$ cat src/rtl/frc_pkg.sv
package frc_pkg;
   typedef enum logic {
      SEQ_IDLE = 1'b0,
      SEQ_RUN  = 1'b1
   } frc_seq_e;
endpackage

$ cat src/rtl/frc_sequencer.sv
module frc_sequencer
   import frc_pkg::*;
#(
   parameter int DEPTH = 16,
   localparam int AW = $clog2(DEPTH)
) (
   input  logic          clk,
   input  logic          rst_n,
   input  logic          start_acc,
   input  logic          vec_valid,
   output logic          busy,
   output logic          cmp_en,
   output logic [AW-1:0] idx,
   output logic          done
);
   localparam logic [AW-1:0] LAST = AW'(DEPTH - 1);

   frc_seq_e state;

   assign busy   = (state == SEQ_RUN);
   assign cmp_en = busy & vec_valid & ~start_acc;

   always_ff @(posedge clk) begin
      if (!rst_n) begin
         state <= SEQ_IDLE;
         idx   <= '0;
         done  <= 1'b0;
      end else begin
         done <= 1'b0;
         if (start_acc) begin
            state <= SEQ_RUN;
            idx   <= '0;
         end else if (cmp_en) begin
            if (idx == LAST) begin
               state <= SEQ_IDLE;
               idx   <= '0;
               done  <= 1'b1;
            end else begin
               idx <= idx + 1'b1;
            end
         end
      end
   end
endmodule

$ cat config.mk
export PLATFORM = sky130hd
export DESIGN_NAME = frc_sequencer
export DESIGN_NICKNAME = d
export VERILOG_FILES = /design/src/rtl/frc_pkg.sv /design/src/rtl/frc_sequencer.sv
export SDC_FILE = /design/constraint.sdc
export NUM_CORES = 1
export LEC_CHECK = 0
export CAP_MARGIN = 20
export CORE_AREA = 2 2 39 41
export DETAILED_ROUTE_END_ITERATION = 12
export DIE_AREA = 0 0 41 43
export RECOVER_POWER = 25
export SYNTH_ARGS = -nofsm -noshare
export SYNTH_HDL_FRONTEND = slang
export SYNTH_SLANG_ARGS = --single-unit
$ cat constraint.sdc
create_clock -name clk -period 1.9 [get_ports clk]
set_input_delay 0.285 -clock clk [delete_from_list [all_inputs] [get_ports clk]]
set_output_delay 0.285 -clock clk [all_outputs]
set_load 0.05 [all_outputs]
; ---- After elaboration in Yosys (flattened, before gate mapping)
; Index checks and enable logic that the tools add are counted.
[word_totals]
regBits = 6
latchBits = 0
ram_bits = 0
mem_bits_ro = 0
input_bits = 4
output_inout_bits = 7
word_cells = 20
mem_count = 0
[op_classes]
addsub = 1
mul = 0
div_mod_pow = 0
magnitude_cmp = 0
n_eq_ne = 1
n_shift = 0
mux = 5
bitwise = 5
reduce_logical = 5
[op_table]
columns = operator, count
row1 = adder 4 x 1 -> 4 bit (second input constant), 1
row2 = equality test 4 bit (second input constant), 1
row3 = two-way mux 1 bit, 4
row4 = two-way mux 4 bit, 1
row5 = nonzero test 2 bit, 2
row6 = inverter 1 bit, 3
row7 = OR reduction 3 bit, 1
row8 = bitwise AND 1 bit, 2
row9 = AND reduction 2 bit, 1
row10 = OR reduction 2 bit, 1

; ---- Logic depth before layout (Yosys ltp)
; Gate-level depths: netlist (run 1).
[logic_depth]
depth_word = 4
ltp_mapped = 4
mapped_depth_nobuf = 4

; ---- Worst setup path before layout (run 1)
; OpenSTA, ideal clock, no wires.
[synth_path]
path_type = register -> output
startpoint = reg state (netlist: busy)
endpoint = out cmp_en
arrival_ns = 1.542
t_required_ns = 1.615
setup_slack_ns = 0.073
stages_incl_launch_ff = 3
n_path_buf = 0
cell_sequence = dfxtp_1 > nand2_1 > nor2_1
[synth_between]
elab_chain_cells = 2
[synth_lines]
columns = element, line
row1 = start: declaration, frc_sequencer.sv:18  ; frc_seq_e state;
row2 = start signal: assignment, frc_sequencer.sv:25  ; state <= SEQ_IDLE;
row3 = start signal: assignment, frc_sequencer.sv:31  ; state <= SEQ_RUN;
row4 = start signal: assignment, frc_sequencer.sv:35  ; state <= SEQ_IDLE;
row5 = bitwise AND 1 bit (2 in a row), frc_sequencer.sv:21  ; assign cmp_en = busy & vec_valid & ~start_acc;
row6 = end: declaration, frc_sequencer.sv:12  ; output logic cmp_en,
; Every way passes these cells.

; ---- Worst setup path after layout (run 1)
[layout_path]
startpoint = reg idx[0]
endpoint = out idx[0]
[layout_lines]
columns = element, line
row1 = start: declaration, frc_sequencer.sv:13  ; output logic [AW-1:0] idx,
row2 = start signal: assignment, frc_sequencer.sv:39  ; idx <= idx + 1'b1;
; No word-level cell between the ends.

==> impl_metrics.py, run 1 <==
metrics = {
    "setup_path": {
        "crit_path_top_delay_cell": "sky130_fd_sc_hd__clkdlybuf4s50_1",
        "critical_path_buf_inv_count": 1,
        "timing.critical_path.max_delay_family": "buffers and inverters",
        "crit_path_max_incr_delay_ns": 0.84,
        "setup.worst_path.end_class": "output pin",
        "reg2reg_depth": 3,
        "timing.critical_path.cells": "clkdlybuf4s50_1",
        "arrival_ns": 1.50,
        "timing.setup.critical_path_class": "reg -> out",
        "critical_path_startpoint_category": "register",
        "number_of_gates_on_the_worst_path_with_buffers_counted": 1,
        "crit_fanout": 5,
        "cp.required_ns": 1.62,
    },
    "place": {
        "io_buffers": 10,
        "detailedPlacementHpwl_um": 384,
        "gpl.final_weighted_congestion": 0.726,
    },
    "pwr": {
        "p_leak_nw": 0.142,
        "p_sw_share_pct": 25.4,
        "power.density_cell_area_nw_per_um2": 718,
        "net-switching-power_w": 0.0000729,
        "seqPwrFrac_pct": 45.8,
        "share_clk_of_total_power_pct": 42.9,
        "power_report.internal_total_w": 0.000214,
        "pwr-share-comb_pct": 11.3,
        "ir_drop_mv": 0.192,
    },
    "sta": {
        "timing_hold_violations_final": 0,
        "drv_slew": 0,
        "worst_slew_pin_slew_ns": 0.499,
        "rsz0062_at_grt": "false",
        "worst_hold_slack_ns": 0.518,
        "finalCriticalPeriod_ns": 1.79,
        "setup-tns-final_ns": 0,
        "slew_headroom_pct": 66.6,
        "setup_violation_total_in_the_final_timing_report": 0,
        "period_share_pct": 94.0,
        "fin_worst_skew_ns": 0.00131,
        "clock.fmax_mhz": 560,
    },
    "die": {
        "start_util_pct": 17.9,
        "std_cell_rows": 14,
        "die_area_um2": 1760,
        "floorplan.die.width_um": 41,
        "ios": 11,
        "core_area_um2": 1380,
        "die-height_um": 43,
    },
    "cts": {
        "cts_tree": "built",
        "clock_tree_root_buffer_cell": "sky130_fd_sc_hd__clkbuf_4",
        "ctsHoldBuffers": 0,
        "htreeDepth": 1,
        "cts-resized-gates": 0,
        "cts_sinks": 6,
        "num_cts_buffers": 3,
        "clock_insertion_delay_worst_skew_ns": 0.25,
        "clockBufferDepth": 2,
        "worst_setup_hold_path_clk_slew_ns": 0.05,
        "cts_post_setup_buffers_inserted": 0,
    },
    "global_route": {
        "grt_max_degree": 7,
        "grt_overflow": 0,
        "wire_length_of_the_first_global_routing_pass_um": 834,
        "first_global_vias": 204,
        "grt_usage_pct": 7.64,
        "antenna_found_initial": 0,
    },
    "logic_synthesis": {
        "synthCells": 29,
        "yosys-top-cells-count": "sky130_fd_sc_hd__dfxtp_1 (6), sky130_fd_sc_hd__nand2_1 (4), sky130_fd_sc_hd__nor2_1 (4), sky130_fd_sc_hd__a21oi_1 (3)",
        "yosys.area.top_type_share_pct": 48.5,
        "post_synth_num_cell_types": 13,
        "synth_largest_area_cell": "sky130_fd_sc_hd__dfxtp_1",
        "ys_seq_elements": 6,
        "post_synth_instance_area_um2": 248,
        "syn_avg_cell_area_um2": 8.54,
        "ys_seq_area_share_pct": 48.5,
        "synth.most_common_cell": "sky130_fd_sc_hd__dfxtp_1",
        "synth_enable_flop_cells": 0,
        "dominantRegCellSynth": "sky130_fd_sc_hd__dfxtp_1",
        "yosysWarnings": 0,
        "yosys-top-cells-area": "sky130_fd_sc_hd__dfxtp_1 (48%), sky130_fd_sc_hd__xor2_1 (7.1%), sky130_fd_sc_hd__a21oi_1 (6.1%), sky130_fd_sc_hd__nand2_1 (6.1%), sky130_fd_sc_hd__nor2_1 (6.1%)",
        "async_flop_share_pct": 0,
        "syn_nets": 34,
    },
    "finish": {
        "layout.filler_cells": 157,
        "fraction_of_final_layout_cells_with_drive_strength_greater_than_1_pct": 9.52,
        "diodes": 0,
        "final_nets": 49,
        "areaGrowthSynthToFinish_pct": 61.6,
    },
    "route": {
        "drt_wl_total_um": 557,
        "initialDrtViolationCount": 9,
        "detailroute.via_count": 248,
        "routed_wire_length_per_instance_um": 9.60,
        "viasPerCell": 4.28,
        "drt_first_pass_iters": 4,
        "drtAntennaViolNets": 0,
        "detail_route.drc_violations": 0,
    },
    "run_status": {
        "outcome": "finished clean",
    },
    "hold_path": {
        "hold_depth": 2,
        "min-delay-path-class": "reg -> reg",
    },
    "flow_run": {
        "cap_viol_max_count": 0,
    },
}
[cells in the final DEF, fill, tap and decap left out]
cell,instances
sky130_fd_sc_hd__nor2_1,4
sky130_fd_sc_hd__nand2b_1,1
sky130_fd_sc_hd__nand2_1,4
sky130_fd_sc_hd__nand3_1,2
sky130_fd_sc_hd__nand4b_1,1
sky130_fd_sc_hd__and2_1,1
sky130_fd_sc_hd__clkdlybuf4s50_1,8
sky130_fd_sc_hd__a21oi_1,3
sky130_fd_sc_hd__or3_1,1
sky130_fd_sc_hd__o21ai_0,2
sky130_fd_sc_hd__xor2_1,2
sky130_fd_sc_hd__ha_1,1
sky130_fd_sc_hd__dfxtp_1,6
sky130_fd_sc_hd__buf_12,1
sky130_fd_sc_hd__clkbuf_4,3
sky130_fd_sc_hd__nor3_1,1
sky130_fd_sc_hd__dlygate4sd3_1,1
[cell type report]
cell class	instances	area, um^2	share of cell area, %
sequential	6	120	30.0
multi-input combinational	23	128	31.9
clock buffer	3	22.5	5.62
timing repair buffer	10	110	27.5
tap	16	20.0	5.00
[power groups by stage]
| stage | clock, W | combinational (W) | sequential (W) |
|---|---|---|---|
| after global routing | 0.000134 | 0.0000344 | 0.000132 |
| final | 0.000123 | 0.0000324 | 0.000132 |
| after detailed placement | 0 | 0.0000329 | 0.000134 |
| after floorplan | 0 | 0.00000854 | 0.000141 |
| after global placement | 0 | 0.0000329 | 0.000134 |
| after CTS | 0.000127 | 0.0000331 | 0.000132 |
[logic make-up after synthesis]
| logic type | after synthesis | synth area share (%) |
|---|---|---|
| AO/OA/AOI/OAI | 5 | 10.1 |
| XOR/XNOR | 2 | 7.07 |
| adder cells (fa/ha/maj) | 1 | 5.05 |
| flip-flops | 6 | 48.5 |
| AND/OR/NAND/NOR | 15 | 29.3 |
[routing by layer]
metal / wire (um) / part of all wire [%] / track usage [%]
met4: 16 / 2.9 / 6.00
met5: 0 / 0 / 0
met3: 62 / 11 / 4.71
met2: 191 / 34 / 8.44
met1: 287 / 52 / 10.0
[state kept, by name, indices dropped and copies added (netlist names)]
name  cells
done      1
idx       4
busy      1
[through the flow]
stage	std cells	area [um^2]	setup WS (ns)	utilization (%)	power, W
final	58	400	0.114	28.9	0.000287
after global routing	58	400	0.0853	28.9	0.000300
after CTS	58	400	0.105	28.9	0.000291
after detailed placement	55	378	0.344	27.3	0.000167
after global placement	55	378	0.332	27.3	0.000167
after floorplan	29	248	0.0734	-	0.000150
[worst paths after layout]
path / from / end / slack (ns)
max: idx[0] / idx[0] / 0.11
min: idx[1] / idx[1] / 0.52
max reg2reg: busy / idx[3] / 0.76
min reg2reg: idx[1] / idx[1] / 0.52
[tightest hold or removal path, cell delays in order, from the launching register on]
cell and delay [ns]:
sky130_fd_sc_hd__dfxtp_1 0.34, sky130_fd_sc_hd__nand2_1 0.07, sky130_fd_sc_hd__a21oi_1 0.06
(Power assumes the default switching activity.)
==> run 2, diff against run 1 <==
--- a/config.mk
+++ b/config.mk
@@ -6,10 +6,14 @@
 export NUM_CORES = 1
 export LEC_CHECK = 0
 export CAP_MARGIN = 20
+export CELL_PAD_IN_SITES_DETAIL_PLACEMENT = 1
+export CELL_PAD_IN_SITES_GLOBAL_PLACEMENT = 1
 export CORE_AREA = 2 2 39 41
 export DETAILED_ROUTE_END_ITERATION = 12
 export DIE_AREA = 0 0 41 43
+export PLACE_DENSITY_LB_ADDON = 0.1
 export RECOVER_POWER = 25
+export SLEW_MARGIN = 0
 export SYNTH_ARGS = -nofsm -noshare
 export SYNTH_HDL_FRONTEND = slang
 export SYNTH_SLANG_ARGS = --single-unit
==> run 2 against run 1 <==
  * Register-to-register slack got worse by 0.03 ns
  * Non-clock buffer count is the same
  * Via count is 2.4% higher
  * Worst setup slack gained 0.0053 ns
  * Clock skew shrank 0.0011 ns
  * Die area unchanged
  * Flip-flop and latch count unchanged
  * Global-route usage increased by 1.9 points
  * Utilization stayed put
  * Critical endpoint unchanged
==> impl_metrics.py, run 2 (synthesis gave the netlist of run 1 again) <==
metrics = {
    "route": {
        "initialDrtViolationCount": 0,
        "drt_wl_total_um": 674,
        "detailroute.via_count": 254,
        "detail_route.drc_violations": 0,
        "drtAntennaViolNets": 0,
        "viasPerCell": 4.38,
        "routed_wire_length_per_instance_um": 11.6,
        "drt_first_pass_iters": 1,
    },
    "pwr": {
        "p_leak_nw": 0.142,
        "ir_drop_mv": 0.154,
        "p_total_w": 0.000284,
        "power.density_cell_area_nw_per_um2": 710,
    },
    "cts": {
        "clock_tree_root_buffer_cell": "sky130_fd_sc_hd__clkbuf_4",
        "clock_insertion_delay_worst_skew_ns": 0.24,
        "num_cts_buffers": 3,
        "worst_setup_hold_path_clk_slew_ns": 0.05,
        "cts_sinks": 6,
        "ctsHoldBuffers": 0,
        "cts-resized-gates": 0,
        "cts_tree": "built",
        "cts_post_setup_buffers_inserted": 0,
        "htreeDepth": 1,
        "clockBufferDepth": 2,
    },
    "die": {
        "die-height_um": 43,
        "std_cell_rows": 14,
        "die_area_um2": 1760,
        "floorplan.die.width_um": 41,
        "ios": 11,
        "start_util_pct": 17.9,
        "core_area_um2": 1380,
    },
    "setup_path": {
        "critical_path_buf_inv_count": 1,
        "crit_fanout": 5,
        "timing.critical_path.cells": "clkdlybuf4s50_1",
        "cp.required_ns": 1.62,
        "timing.critical_path.max_delay_family": "buffers and inverters",
        "crit_path_top_delay_cell": "sky130_fd_sc_hd__clkdlybuf4s50_1",
        "setup.worst_path.end_class": "output pin",
        "timing.setup.critical_path_class": "reg -> out",
        "critical_path_startpoint_category": "register",
        "arrival_ns": 1.50,
        "crit_path_max_incr_delay_ns": 0.84,
    },
    "sta": {
        "worst_hold_slack_ns": 0.517,
        "finalCriticalPeriod_ns": 1.78,
        "slew_headroom_pct": 66.9,
        "clock.fmax_mhz": 562,
        "rsz0062_at_grt": "false",
        "timing_hold_violations_final": 0,
        "worst_slew_pin_slew_ns": 0.495,
        "setup_violation_total_in_the_final_timing_report": 0,
        "drv_slew": 0,
        "fin_worst_skew_ns": 0.000202,
        "period_share_pct": 93.7,
        "setup-tns-final_ns": 0,
    },
    "hold_path": {
        "min-delay-path-class": "reg -> reg",
    },
    "global_route": {
        "grt_usage_pct": 9.53,
        "grt_overflow": 0,
        "first_global_vias": 267,
        "grt_max_degree": 7,
        "wire_length_of_the_first_global_routing_pass_mm": 1.09,
        "antenna_found_initial": 0,
    },
    "finish": {
        "fin_cells": 58,
        "largest_register_ff_count": 4,
        "layout_commonest_cell": "sky130_fd_sc_hd__clkdlybuf4s50_1",
        "layout.cells.most_common_list": "sky130_fd_sc_hd__clkdlybuf4s50_1 (8), sky130_fd_sc_hd__dfxtp_1 (6), sky130_fd_sc_hd__nand2_1 (4), sky130_fd_sc_hd__nor2_1 (4)",
        "areaGrowthSynthToFinish_pct": 61.6,
        "finalCoreUtilization_pct": 28.9,
        "regMostFlops": "idx",
        "diodes": 0,
        "final_nets": 49,
        "fraction_of_final_layout_cells_with_drive_strength_greater_than_1_pct": 9.52,
    },
    "place": {
        "placed_cells": 55,
        "gpl.final_weighted_congestion": 0.659,
        "io_buffers": 10,
    },
    "run_status": {
        "outcome": "finished clean",
    },
    "flow_run": {
        "cap_viol_max_count": 0,
    },
}
[run 2: cell counts in the layout (fill, tap and decap cells not counted)]
Identical to the previous run, type by type.
[run 2: path summary, 6_finish.rpt]
kind         startpoint  endpoint  slack [ns]  cells past startpoint
max reg2reg        busy    idx[3]        0.73                      3
min              idx[1]    idx[1]        0.52                      2
min reg2reg      idx[1]    idx[1]        0.52                      2
max              idx[0]    idx[0]        0.12                      1
[run 2: metal layers]
metal	up-vias	part of all wire [%]	track usage (%)
met4	0	0.59	8.00
met3	2	5.6	3.66
li1	126	-	-
met2	6	53	13.8
met1	120	41	10.3
met5	-	0	0
[run 2: layout make-up]
class / count / area (um^2)
Clock buffer: 3 / 22.5
Tap cell: 16 / 20.0
Fill cell: 172 / 983
Sequential cell: 6 / 120
Multi-Input combinational cell: 23 / 128
Timing Repair Buffer: 10 / 110
[run 2: tightest hold or removal path, stage by stage, from the launching register on]
cell and delay [ns]:
sky130_fd_sc_hd__dfxtp_1 0.34, sky130_fd_sc_hd__nand2_1 0.07, sky130_fd_sc_hd__a21oi_1 0.05
[run 2: power breakdown]
| group | leakage (nW) | internal [W] | switching [W] |
|---|---|---|---|
| clock network | 0.0138 | 0.0000716 | 0.0000478 |
| logic | 0.0795 | 0.0000142 | 0.0000189 |
| registers | 0.0487 | 0.000128 | 0.00000331 |
| total | 0.142 | 0.000214 | 0.0000701 |
[run 2: through the flow]
| step | instance area (um^2) | setup WS [ns] |
|---|---|---|
| 3_3_place_gp | 378 | 0.326 |
| 4_1_cts | 400 | 0.0963 |
| 2_1_floorplan | 248 | 0.0734 |
| 3_5_place_dp | 378 | 0.307 |
| 5_1_grt | 400 | 0.0605 |
| 6_report | 400 | 0.119 |
